===== src/rtl/mesi_dir_pkg.sv =====
package mesi_dir_pkg;
  localparam int WAYS = 2;

  typedef enum logic [1:0] {
    ST_I = 2'd0,
    ST_S = 2'd1,
    ST_E = 2'd2,
    ST_M = 2'd3
  } mesi_e;

  typedef enum logic [1:0] {
    BUS_WB  = 2'd0,
    BUS_RD  = 2'd1,
    BUS_RFO = 2'd2,
    BUS_INV = 2'd3
  } bus_cmd_e;

  typedef enum logic [1:0] {
    SNP_NONE = 2'd0,
    SNP_RD   = 2'd1,
    SNP_RFO  = 2'd2,
    SNP_INV  = 2'd3
  } snp_cmd_e;

  typedef enum logic [1:0] {
    FSM_IDLE = 2'd0,
    FSM_WB   = 2'd1,
    FSM_FILL = 2'd2
  } fsm_e;
endpackage


===== src/rtl/mesi_dir_store.sv =====
module mesi_dir_store
  import mesi_dir_pkg::*;
#(
  parameter int SETS  = 16,
  parameter int TAG_W = 20,
  parameter int IDX_W = $clog2(SETS)
) (
  input  logic                        clk_i,
  input  logic                        rst_ni,
  // local read port
  input  logic [IDX_W-1:0]            rd_a_idx_i,
  output logic [WAYS-1:0][TAG_W-1:0]  rd_a_tag_o,
  output mesi_e [WAYS-1:0]            rd_a_st_o,
  output logic                        rd_a_lru_o,
  // snoop read port
  input  logic [IDX_W-1:0]            rd_b_idx_i,
  output logic [WAYS-1:0][TAG_W-1:0]  rd_b_tag_o,
  output mesi_e [WAYS-1:0]            rd_b_st_o,
  output logic                        rd_b_lru_o,
  // local write port, wins over snoop on the same line
  input  logic                        loc_we_i,
  input  logic [IDX_W-1:0]            loc_idx_i,
  input  logic                        loc_way_i,
  input  logic                        loc_tag_we_i,
  input  logic [TAG_W-1:0]            loc_tag_i,
  input  mesi_e                       loc_st_i,
  input  logic                        lru_we_i,
  input  logic                        lru_i,
  // snoop write port
  input  logic                        snp_we_i,
  input  logic [IDX_W-1:0]            snp_idx_i,
  input  logic                        snp_way_i,
  input  mesi_e                       snp_st_i
);
  logic [TAG_W-1:0] tag_q [SETS][WAYS];
  mesi_e            st_q  [SETS][WAYS];
  logic [SETS-1:0]  lru_q;

  for (genvar s = 0; s < SETS; s++) begin : g_set
    for (genvar w = 0; w < WAYS; w++) begin : g_way
      logic loc_sel, snp_sel;
      assign loc_sel = loc_we_i && loc_idx_i == IDX_W'(s) && loc_way_i == 1'(w);
      assign snp_sel = snp_we_i && snp_idx_i == IDX_W'(s) && snp_way_i == 1'(w);

      always_ff @(posedge clk_i or negedge rst_ni) begin
        if (!rst_ni) begin
          tag_q[s][w] <= '0;
          st_q[s][w]  <= ST_I;
        end else if (loc_sel) begin
          if (loc_tag_we_i) tag_q[s][w] <= loc_tag_i;
          st_q[s][w] <= loc_st_i;
        end else if (snp_sel) begin
          st_q[s][w] <= snp_st_i;
        end
      end
    end

    always_ff @(posedge clk_i or negedge rst_ni) begin
      if (!rst_ni) lru_q[s] <= 1'b0;
      else if (lru_we_i && loc_idx_i == IDX_W'(s)) lru_q[s] <= lru_i;
    end
  end

  for (genvar w = 0; w < WAYS; w++) begin : g_rd
    assign rd_a_tag_o[w] = tag_q[rd_a_idx_i][w];
    assign rd_a_st_o[w]  = st_q[rd_a_idx_i][w];
    assign rd_b_tag_o[w] = tag_q[rd_b_idx_i][w];
    assign rd_b_st_o[w]  = st_q[rd_b_idx_i][w];
  end
  assign rd_a_lru_o = lru_q[rd_a_idx_i];
  assign rd_b_lru_o = lru_q[rd_b_idx_i];
endmodule


===== src/rtl/mesi_dir_lookup.sv =====
module mesi_dir_lookup
  import mesi_dir_pkg::*;
#(
  parameter int TAG_W = 20
) (
  input  logic [WAYS-1:0][TAG_W-1:0] tags_i,
  input  mesi_e [WAYS-1:0]           st_i,
  input  logic                       lru_i,
  input  logic [TAG_W-1:0]           tag_i,
  output logic                       hit_o,
  output logic                       hit_way_o,
  output mesi_e                      hit_st_o,
  output logic                       vict_way_o,
  output logic                       vict_dirty_o,
  output logic [TAG_W-1:0]           vict_tag_o
);
  logic [WAYS-1:0] match;

  for (genvar w = 0; w < WAYS; w++) begin : g_cmp
    assign match[w] = (st_i[w] != ST_I) && (tags_i[w] == tag_i);
  end

  assign hit_o     = |match;
  assign hit_way_o = match[1];
  assign hit_st_o  = st_i[hit_way_o];

  // empty way first, lowest index first, else least recently used
  always_comb begin
    if (st_i[0] == ST_I)      vict_way_o = 1'b0;
    else if (st_i[1] == ST_I) vict_way_o = 1'b1;
    else                      vict_way_o = lru_i;
  end

  assign vict_dirty_o = st_i[vict_way_o] == ST_M;
  assign vict_tag_o   = tags_i[vict_way_o];
endmodule


===== src/rtl/mesi_dir_ctrl.sv =====
module mesi_dir_ctrl
  import mesi_dir_pkg::*;
#(
  parameter int ADDR_W = 32,
  parameter int OFF_W  = 8,
  parameter int IDX_W  = 4,
  parameter int TAG_W  = ADDR_W - OFF_W - IDX_W
) (
  input  logic              clk_i,
  input  logic              rst_ni,
  input  logic              req_valid_i,
  input  logic              req_write_i,
  input  logic [ADDR_W-1:0] req_addr_i,
  output logic              req_ready_o,
  output logic [ADDR_W-1:0] cur_addr_o,
  // lookup results for cur_addr_o
  input  logic              hit_i,
  input  logic              hit_way_i,
  input  mesi_e             hit_st_i,
  input  logic              vict_way_i,
  input  logic              vict_dirty_i,
  input  logic [TAG_W-1:0]  vict_tag_i,
  // state updates
  output logic              loc_we_o,
  output logic              loc_way_o,
  output logic              loc_tag_we_o,
  output mesi_e             loc_st_o,
  output logic              lru_we_o,
  output logic              lru_o,
  // bus handshake
  output logic              bus_req_o,
  output logic [1:0]        bus_cmd_o,
  output logic [ADDR_W-1:0] bus_addr_o,
  input  logic              bus_ack_i,
  input  logic              bus_shared_i,
  // response
  output logic              resp_valid_o,
  output logic              resp_hit_o,
  output logic              resp_way_o,
  output logic              resp_wb_o
);
  fsm_e              state_q, state_d;
  logic [ADDR_W-1:0] addr_q, wb_addr_q;
  logic              wr_q, way_q, up_q, wb_q;
  bus_cmd_e          cmd_q;
  logic              rv_q, rh_q, rw_q, rb_q;

  logic idle, go, quick, done;

  assign idle       = state_q == FSM_IDLE;
  assign go         = idle && req_valid_i;
  assign cur_addr_o = idle ? req_addr_i : addr_q;
  // read hit, or write hit with ownership already held
  assign quick      = hit_i && (!req_write_i || hit_st_i == ST_E || hit_st_i == ST_M);
  assign done       = state_q == FSM_FILL && bus_ack_i;

  always_comb begin
    state_d      = state_q;
    loc_we_o     = 1'b0;
    loc_way_o    = hit_way_i;
    loc_tag_we_o = 1'b0;
    loc_st_o     = ST_M;
    lru_we_o     = 1'b0;
    lru_o        = ~hit_way_i;
    unique case (state_q)
      FSM_IDLE: if (go) begin
        if (quick) begin
          loc_we_o = req_write_i;
          lru_we_o = 1'b1;
        end else if (hit_i) begin
          state_d = FSM_FILL;
        end else begin
          state_d = vict_dirty_i ? FSM_WB : FSM_FILL;
        end
      end
      FSM_WB:   if (bus_ack_i) state_d = FSM_FILL;
      FSM_FILL: if (bus_ack_i) begin
        state_d      = FSM_IDLE;
        loc_we_o     = 1'b1;
        loc_way_o    = way_q;
        loc_tag_we_o = !up_q;
        loc_st_o     = wr_q ? ST_M : (bus_shared_i ? ST_S : ST_E);
        lru_we_o     = 1'b1;
        lru_o        = ~way_q;
      end
      default: state_d = FSM_IDLE;
    endcase
  end

  always_ff @(posedge clk_i or negedge rst_ni) begin
    if (!rst_ni) begin
      state_q   <= FSM_IDLE;
      addr_q    <= '0;
      wb_addr_q <= '0;
      wr_q      <= 1'b0;
      way_q     <= 1'b0;
      up_q      <= 1'b0;
      wb_q      <= 1'b0;
      cmd_q     <= BUS_RD;
    end else begin
      state_q <= state_d;
      if (go) begin
        addr_q    <= req_addr_i;
        wr_q      <= req_write_i;
        up_q      <= hit_i;
        way_q     <= hit_i ? hit_way_i : vict_way_i;
        wb_q      <= !hit_i && vict_dirty_i;
        cmd_q     <= hit_i ? BUS_INV : (req_write_i ? BUS_RFO : BUS_RD);
        wb_addr_q <= {vict_tag_i, req_addr_i[OFF_W+IDX_W-1:OFF_W], OFF_W'(0)};
      end
    end
  end

  always_ff @(posedge clk_i or negedge rst_ni) begin
    if (!rst_ni) begin
      rv_q <= 1'b0;
      rh_q <= 1'b0;
      rw_q <= 1'b0;
      rb_q <= 1'b0;
    end else begin
      rv_q <= (go && quick) || done;
      if (go && quick) begin
        rh_q <= 1'b1;
        rw_q <= hit_way_i;
        rb_q <= 1'b0;
      end else if (done) begin
        rh_q <= up_q;
        rw_q <= way_q;
        rb_q <= wb_q;
      end
    end
  end

  assign req_ready_o  = idle;
  assign bus_req_o    = !idle;
  assign bus_cmd_o    = state_q == FSM_WB ? BUS_WB : cmd_q;
  assign bus_addr_o   = state_q == FSM_WB ? wb_addr_q : {addr_q[ADDR_W-1:OFF_W], OFF_W'(0)};
  assign resp_valid_o = rv_q;
  assign resp_hit_o   = rh_q;
  assign resp_way_o   = rw_q;
  assign resp_wb_o    = rb_q;
endmodule


===== src/rtl/mesi_dir.sv =====
module mesi_dir
  import mesi_dir_pkg::*;
#(
  parameter int ADDR_W = 32,
  parameter int SETS   = 16,
  parameter int OFF_W  = 8
) (
  input  logic              clk_i,
  input  logic              rst_ni,
  input  logic              req_valid_i,
  input  logic              req_write_i,
  input  logic [ADDR_W-1:0] req_addr_i,
  output logic              req_ready_o,
  output logic              resp_valid_o,
  output logic              resp_hit_o,
  output logic              resp_way_o,
  output logic              resp_wb_o,
  output logic              bus_req_o,
  output logic [1:0]        bus_cmd_o,
  output logic [ADDR_W-1:0] bus_addr_o,
  input  logic              bus_ack_i,
  input  logic              bus_shared_i,
  input  logic              snp_valid_i,
  input  logic [1:0]        snp_cmd_i,
  input  logic [ADDR_W-1:0] snp_addr_i,
  output logic              snp_hit_o,
  output logic              snp_supply_o
);
  localparam int IDX_W = $clog2(SETS);
  localparam int TAG_W = ADDR_W - OFF_W - IDX_W;

  logic [ADDR_W-1:0] cur_addr;
  logic [IDX_W-1:0]  loc_idx, snp_idx;
  logic [TAG_W-1:0]  loc_tag, snp_tag;

  logic [WAYS-1:0][TAG_W-1:0] a_tags, b_tags;
  mesi_e [WAYS-1:0]           a_st, b_st;
  logic                       a_lru, b_lru;

  logic             hit, hit_way, vict_way, vict_dirty;
  mesi_e            hit_st;
  logic [TAG_W-1:0] vict_tag;

  logic             s_hit, s_way, s_vway, s_vdirty;
  mesi_e            s_st, s_new;
  logic [TAG_W-1:0] s_vtag;
  logic             s_act, s_we;

  logic  loc_we, loc_way, loc_tag_we, lru_we, lru_val;
  mesi_e loc_st;

  assign loc_idx = cur_addr[OFF_W +: IDX_W];
  assign loc_tag = cur_addr[ADDR_W-1 -: TAG_W];
  assign snp_idx = snp_addr_i[OFF_W +: IDX_W];
  assign snp_tag = snp_addr_i[ADDR_W-1 -: TAG_W];

  mesi_dir_store #(.SETS(SETS), .TAG_W(TAG_W), .IDX_W(IDX_W)) u_store (
    .clk_i, .rst_ni,
    .rd_a_idx_i(loc_idx), .rd_a_tag_o(a_tags), .rd_a_st_o(a_st), .rd_a_lru_o(a_lru),
    .rd_b_idx_i(snp_idx), .rd_b_tag_o(b_tags), .rd_b_st_o(b_st), .rd_b_lru_o(b_lru),
    .loc_we_i(loc_we), .loc_idx_i(loc_idx), .loc_way_i(loc_way),
    .loc_tag_we_i(loc_tag_we), .loc_tag_i(loc_tag), .loc_st_i(loc_st),
    .lru_we_i(lru_we), .lru_i(lru_val),
    .snp_we_i(s_we), .snp_idx_i(snp_idx), .snp_way_i(s_way), .snp_st_i(s_new)
  );

  mesi_dir_lookup #(.TAG_W(TAG_W)) u_loc_lkp (
    .tags_i(a_tags), .st_i(a_st), .lru_i(a_lru), .tag_i(loc_tag),
    .hit_o(hit), .hit_way_o(hit_way), .hit_st_o(hit_st),
    .vict_way_o(vict_way), .vict_dirty_o(vict_dirty), .vict_tag_o(vict_tag)
  );

  mesi_dir_lookup #(.TAG_W(TAG_W)) u_snp_lkp (
    .tags_i(b_tags), .st_i(b_st), .lru_i(b_lru), .tag_i(snp_tag),
    .hit_o(s_hit), .hit_way_o(s_way), .hit_st_o(s_st),
    .vict_way_o(s_vway), .vict_dirty_o(s_vdirty), .vict_tag_o(s_vtag)
  );

  mesi_dir_ctrl #(.ADDR_W(ADDR_W), .OFF_W(OFF_W), .IDX_W(IDX_W), .TAG_W(TAG_W)) u_ctrl (
    .clk_i, .rst_ni,
    .req_valid_i, .req_write_i, .req_addr_i, .req_ready_o,
    .cur_addr_o(cur_addr),
    .hit_i(hit), .hit_way_i(hit_way), .hit_st_i(hit_st),
    .vict_way_i(vict_way), .vict_dirty_i(vict_dirty), .vict_tag_i(vict_tag),
    .loc_we_o(loc_we), .loc_way_o(loc_way), .loc_tag_we_o(loc_tag_we), .loc_st_o(loc_st),
    .lru_we_o(lru_we), .lru_o(lru_val),
    .bus_req_o, .bus_cmd_o, .bus_addr_o, .bus_ack_i, .bus_shared_i,
    .resp_valid_o, .resp_hit_o, .resp_way_o, .resp_wb_o
  );

  // snoop: read downgrades to Shared, ownership or invalidate drops the line
  assign s_act        = snp_valid_i && snp_cmd_i != SNP_NONE && s_hit;
  assign s_new        = snp_cmd_i == SNP_RD ? ST_S : ST_I;
  assign s_we         = s_act && !(snp_cmd_i == SNP_RD && s_st == ST_S);
  assign snp_hit_o    = s_act;
  assign snp_supply_o = s_act && snp_cmd_i == SNP_RD && s_st == ST_M;
endmodule


===== config.mk =====
export PLATFORM = sky130hd
export DESIGN_NAME = mesi_dir
export DESIGN_NICKNAME = d
export VERILOG_FILES = /design/src/rtl/mesi_dir_pkg.sv /design/src/rtl/mesi_dir_store.sv /design/src/rtl/mesi_dir_lookup.sv /design/src/rtl/mesi_dir_ctrl.sv /design/src/rtl/mesi_dir.sv
export SDC_FILE = /design/constraint.sdc
export NUM_CORES = 2
export LEC_CHECK = 0
export ABC_AREA = 1
export BUFFER_PORTS_ARGS = -buffer_cell sky130_fd_sc_hd__buf_4
export CORE_MARGIN = 3
export CORE_UTILIZATION = 29
export CTS_BUF_LIST = sky130_fd_sc_hd__clkbuf_8
export DETAILED_ROUTE_END_ITERATION = 10
export SLEW_MARGIN = 20
export SYNTH_ARGS = -nofsm -noshare
export SYNTH_HDL_FRONTEND = slang
export SYNTH_HIERARCHICAL = 1
export SYNTH_SLANG_ARGS = --single-unit
export TNS_END_PERCENT = 1

===== constraint.sdc =====
create_clock -name clk_i -period 4.95 [get_ports clk_i]
set_clock_uncertainty 0.15 [all_clocks]
set_input_delay 0.99 -clock clk_i [delete_from_list [all_inputs] [get_ports clk_i]]
set_output_delay 0.99 -clock clk_i [all_outputs]
set_load 0.01 [all_outputs]

=== Yosys cells after proc, flatten, opt, wreduce, memory -nomap -nowiden ===
Cells that the tools add are included.

* Bitwise gates (word level): 6
* Magnitude comparators: 6
* Multiplexer cells: 125
* Eq/ne operators: 46
* Reductions and logical operators: 213

{| class="wikitable"
|+ Operators by type and width
! cell !! count
|-
| $bmux W40 S4 || 2
|-
| $mux W2 || 83
|-
| $mux W40 || 4
|-
| $logic_and A1 B1 Y1 || 127
|-
| $eq A20 B20 Y1 || 4
|-
| $reduce_bool A2 Y1 || 38
|-
| $eq A4 B4 Y1 const B || 16
|-
| $mux W32 || 2
|-
| $reduce_and A2 Y1 || 32
|-
| $mux W20 || 2
|-
| $bmux W4 S4 || 2
|-
| $eq A4 B3 Y1 const B || 8
|-
| $mux W1 || 22
|-
| $eq A4 B2 Y1 const B || 4
|-
| $mux W4 || 4
|-
| $eq A2 B2 Y1 const B || 5
|-
| $ge A5 B5 Y1 const B || 2
|-
| $not A4 Y5 || 2
|-
| $eq A4 B1 Y1 const B || 2
|-
| $logic_not A4 Y1 || 2
|-
| $ne A2 B2 Y1 const B || 4
|-
| $eq A2 B1 Y1 const B || 3
|-
| $logic_not A2 Y1 || 3
|-
| $lt A1 B2 Y1 const B || 3
|-
| 9 further kinds || 20
|}

* Output and inout bits: 42
* Word-level logic and storage cells: 488
* Flip-flop bits (word level): 788

=== Depth between registers and ports, before layout ===
* Depth after elaboration: 20
* Depth in mapped cells: 35
* Depth with buffers taken out: 29

=== Hierarchy ===
The synthesis kept the hierarchy.

{| class="wikitable"
|+ Modules (own cells, without submodules)
! module !! area an instance (µm²) !! cells each !! sequential area each (µm²) !! instances
|-
| mesi_dir_store || 43329.1 || 6690 || 18017.3 || 1
|-
| mesi_dir_ctrl || 3230.6 || 440 || 1602.8 || 1
|-
| mesi_dir_lookup || 1068.5 || 226 || 0.0 || 2
|-
| mesi_dir || 61.3 || 16 || 0.0 || 1
|}

=== Worst setup path before layout ===
Ideal clock, no wire load.

* Kind: input-to-reg
* From: input port req_addr_i[8]
* To: register u_store/tag_q[540] (netlist bit)
* Arrival time: 4.610 ns
* Stages: 25
* Setup slack: 0.060 ns
* Buffers on the path: 6
* Setup time: 0.130 ns
* Path through: inv_1 -> o21ai_0 -> buf_2 -> buf_1 -> clkbuf_1 -> o211ai_1 -> nand3_1 -> nand3_1 -> nand2_1 -> inv_2 -> nand2_2 -> nand2_1 -> nor2_1 -> nand2_1 -> nor2_2 -> nand3_2 -> nand2_1 -> nand4_1 -> o21ai_1 -> buf_2 -> buf_2 -> nand4_1 -> nor2_1 -> clkbuf_1 -> o21ai_0

{| class="wikitable"
|+ RTL lines
! what !! RTL line !! RTL
|-
| from (decl) || mesi_dir.sv:12 || <nowiki>input logic [ADDR_W-1:0] req_addr_i,</nowiki>
|-
| to (signal, indexed assignment) || mesi_dir_store.sv:50 || <nowiki>if (loc_tag_we_i) tag_q[s][w] <= loc_tag_i;</nowiki>
|-
| to (decl) || mesi_dir_store.sv:35 || <nowiki>logic [TAG_W-1:0] tag_q [SETS][WAYS];</nowiki>
|}

==> impl_metrics.json <==
{
  "grt_overflow": 0,
  "grt_pass1_wl_um": 309000,
  "rows": 148,
  "fin_ws_ns": -0.131,
  "final-hold-violation-count": 0,
  "die_w_um": 413,
  "critical_path_class": "in -> out",
  "grt_max_degree": 131,
  "core-area_um2": 164000,
  "grt_usage": 0.240,
  "antenna_found_initial": 10,
  "cp.arrival_ns": 3.94,
  "endpoint_kind": "output pin",
  "r2r_slack_ns": -0.04,
  "required_ns": 3.81,
  "nets": 7769,
  "num_vias": 52125,
  "placedInstanceArea_um2": 55100,
  "io_buffers": 90,
  "whs_path_depth": 3,
  "period_needed_ns": 5.08,
  "clock_path_buffers": 3,
  "gp_congestion": 0.951,
  "hp-class": "in -> reg",
  "finalSetupViolCount": 18,
  "cts_tree": "done",
  "violations": "setup timing",
  "layout_commonest_cell": "nand2_1",
  "die_h_um": 413,
  "setup-tns-final_ns": -0.438,
  "num-fill-cells": 17275,
  "fin_cells": 9983,
  "max_freq_mhz": 197,
  "cts-root-buf": "clkbuf_8",
  "synth.avg_cell_area_um2": 6.42,
  "floorplan.initialDensity": 0.293,
  "synthCells": 7466,
  "final_layout_size_suffix_gt1_frac": 0.136,
  "first_iter_violations": 7270,
  "p_per_area_nw_per_um2": 680,
  "cts.sinks": 776,
  "mostFrequentLayoutCells": "2908 x nand2_1, 1274 x nand3_1, 914 x inv_1",
  "syn_area_um2": 47900,
  "crit_fanout": 20,
  "first_pass_iters": 7,
  "post-place-ws_ns": -0.706,
  "dp_hpwl_um": 140000,
  "tightest_slew_ns": 1.01,
  "wl_um": 212000,
  "yosys_warnings": 6,
  "p_leak_nw": 29.6,
  "insertion_delay_ns": 0.93,
  "period_share": 1.03,
  "dp_cells": 9677,
  "drc_errors": 0,
  "stdcell_area_um2": 59500,
  "io_pins": 115,
  "slew_viol_final": 0,
  "first_global_vias": 48234,
  "reg2regPathDepth": 29,
  "status": "finished with violations",
  "rr_endpoint": "u_store/tag_q[518]",
  "relSlewSlack": 0.328,
  "rsz0062_at_grt": "true",
  "routed_via_density": 5.22,
  "maxCapViolations": 0,
  "reg2reg_from": "u_ctrl/state_q[1]",
  "numCtsBuffers": 147,
  "startpoint_type": "input pin",
  "ant_nets": 0,
  "vdd_ir_drop_max_mv": 0.952,
  "min_delay_worst_endpoint": "u_ctrl/addr_q[20]",
  "path_clk_slew_ns": 0.06,
  "wl_per_cell_um": 21.2,
  "cts-htree-levels": 4,
  "hp-start": "req_addr_i[20]",
  "area_delta_synth_final_pct": 24.2,
  "dieArea_um2": 170000
}
## final cells by class
class	count	area [µm²]	area share
clock inverters	71	474	0.00796
diodes	7	17.5	0.000294
repair buffers	628	7130	0.120
repair inverters	1	16.3	0.000273
flip-flops and latches	776	19400	0.326
multi-input cells	5243	23800	0.400
clock buffers	183	2520	0.0423
well taps	2175	2720	0.0457
inverters	899	3440	0.0579
## sequential cells by signal (all words and copies together) (netlist names)
| name | cells |
|---|---|
| u_ctrl/addr_q | 24 |
| u_ctrl/cmd_q | 2 |
| u_ctrl/resp_hit_o | 1 |
| u_ctrl/resp_valid_o | 1 |
| u_ctrl/resp_way_o | 1 |
| u_ctrl/resp_wb_o | 1 |
| u_ctrl/state_q | 2 |
| u_ctrl/up_q | 1 |
| u_ctrl/way_q | 1 |
| u_ctrl/wb_addr_q | 20 |
| u_ctrl/wb_q | 1 |
| u_ctrl/wr_q | 1 |
| u_store/lru_q | 16 |
| u_store/st_q | 64 |
| u_store/tag_q | 640 |
## per-stage QoR
| step | hold WS (ns) | utilization | total power [mW] |
|---|---|---|---|
| after floorplan | 0.299 | - | 20.5 |
| after global placement | 0.312 | 0.337 | 31.4 |
| after detailed placement | 0.315 | 0.337 | 31.6 |
| after CTS | 0.0778 | 0.358 | 38.9 |
| after global routing | 0.105 | 0.364 | 42.6 |
| final | 0.155 | 0.364 | 40.5 |
## worst max-delay path, stage by stage
cell     delay (ns)
buf_8          0.14
inv_8          0.24
buf_4          0.31
nand2_1        0.08
nand3_1        0.07
nand3_1        0.07
nand3_1        0.14
nand2_1        0.20
nand2_1        0.22
o21ai_0        0.18
nor2_1         0.13
nand2_1        0.06
nor2_1         0.10
nand3_1        0.22
nand2_1        0.25
nand2_1        0.10
nor3_1         0.22
buf_4          0.16
## timing repair
action                                 CTS  global route
gates cloned                             7            10
pin swaps                                6            39
endpoints found under the hold margin   42             0
buffers inserted                        12            16
hold buffers                             1             0
gates resized for setup                 43           132
setup endpoints to repair              582           708
## worst max path at each step
stage	from	endpoint	slack, ns
final	snp_addr_i[8]	snp_supply_o	-0.13
after global routing	u_ctrl/state_q[1]	u_store/tag_q[518]	-0.27
after CTS	u_ctrl/state_q[0]	u_store/tag_q[500]	0.02
after detailed placement	req_addr_i[8]	u_store/tag_q[513]	-0.71
after global placement	req_addr_i[8]	u_store/tag_q[513]	-0.72
after floorplan	req_addr_i[8]	u_store/tag_q[540]	0.10
## per-layer routing
metal  vias to the layer above  GRT usage  share of wire
met2                      2921      0.350           0.42
met5                         -          0        0.00031
met3                       595     0.0577           0.11
met4                        10      0.121          0.055
met1                     24708      0.329           0.41
li1                      23891          -              -
## power by group
group | internal [mW] | switching (mW) | total (mW)
clock network | 3.55 | 3.08 | 6.63
logic | 8.54 | 16.7 | 25.3
registers | 7.93 | 0.668 | 8.60
total | 20.0 | 20.5 | 40.5
Note: power is estimated with default switching activity, not from simulation.
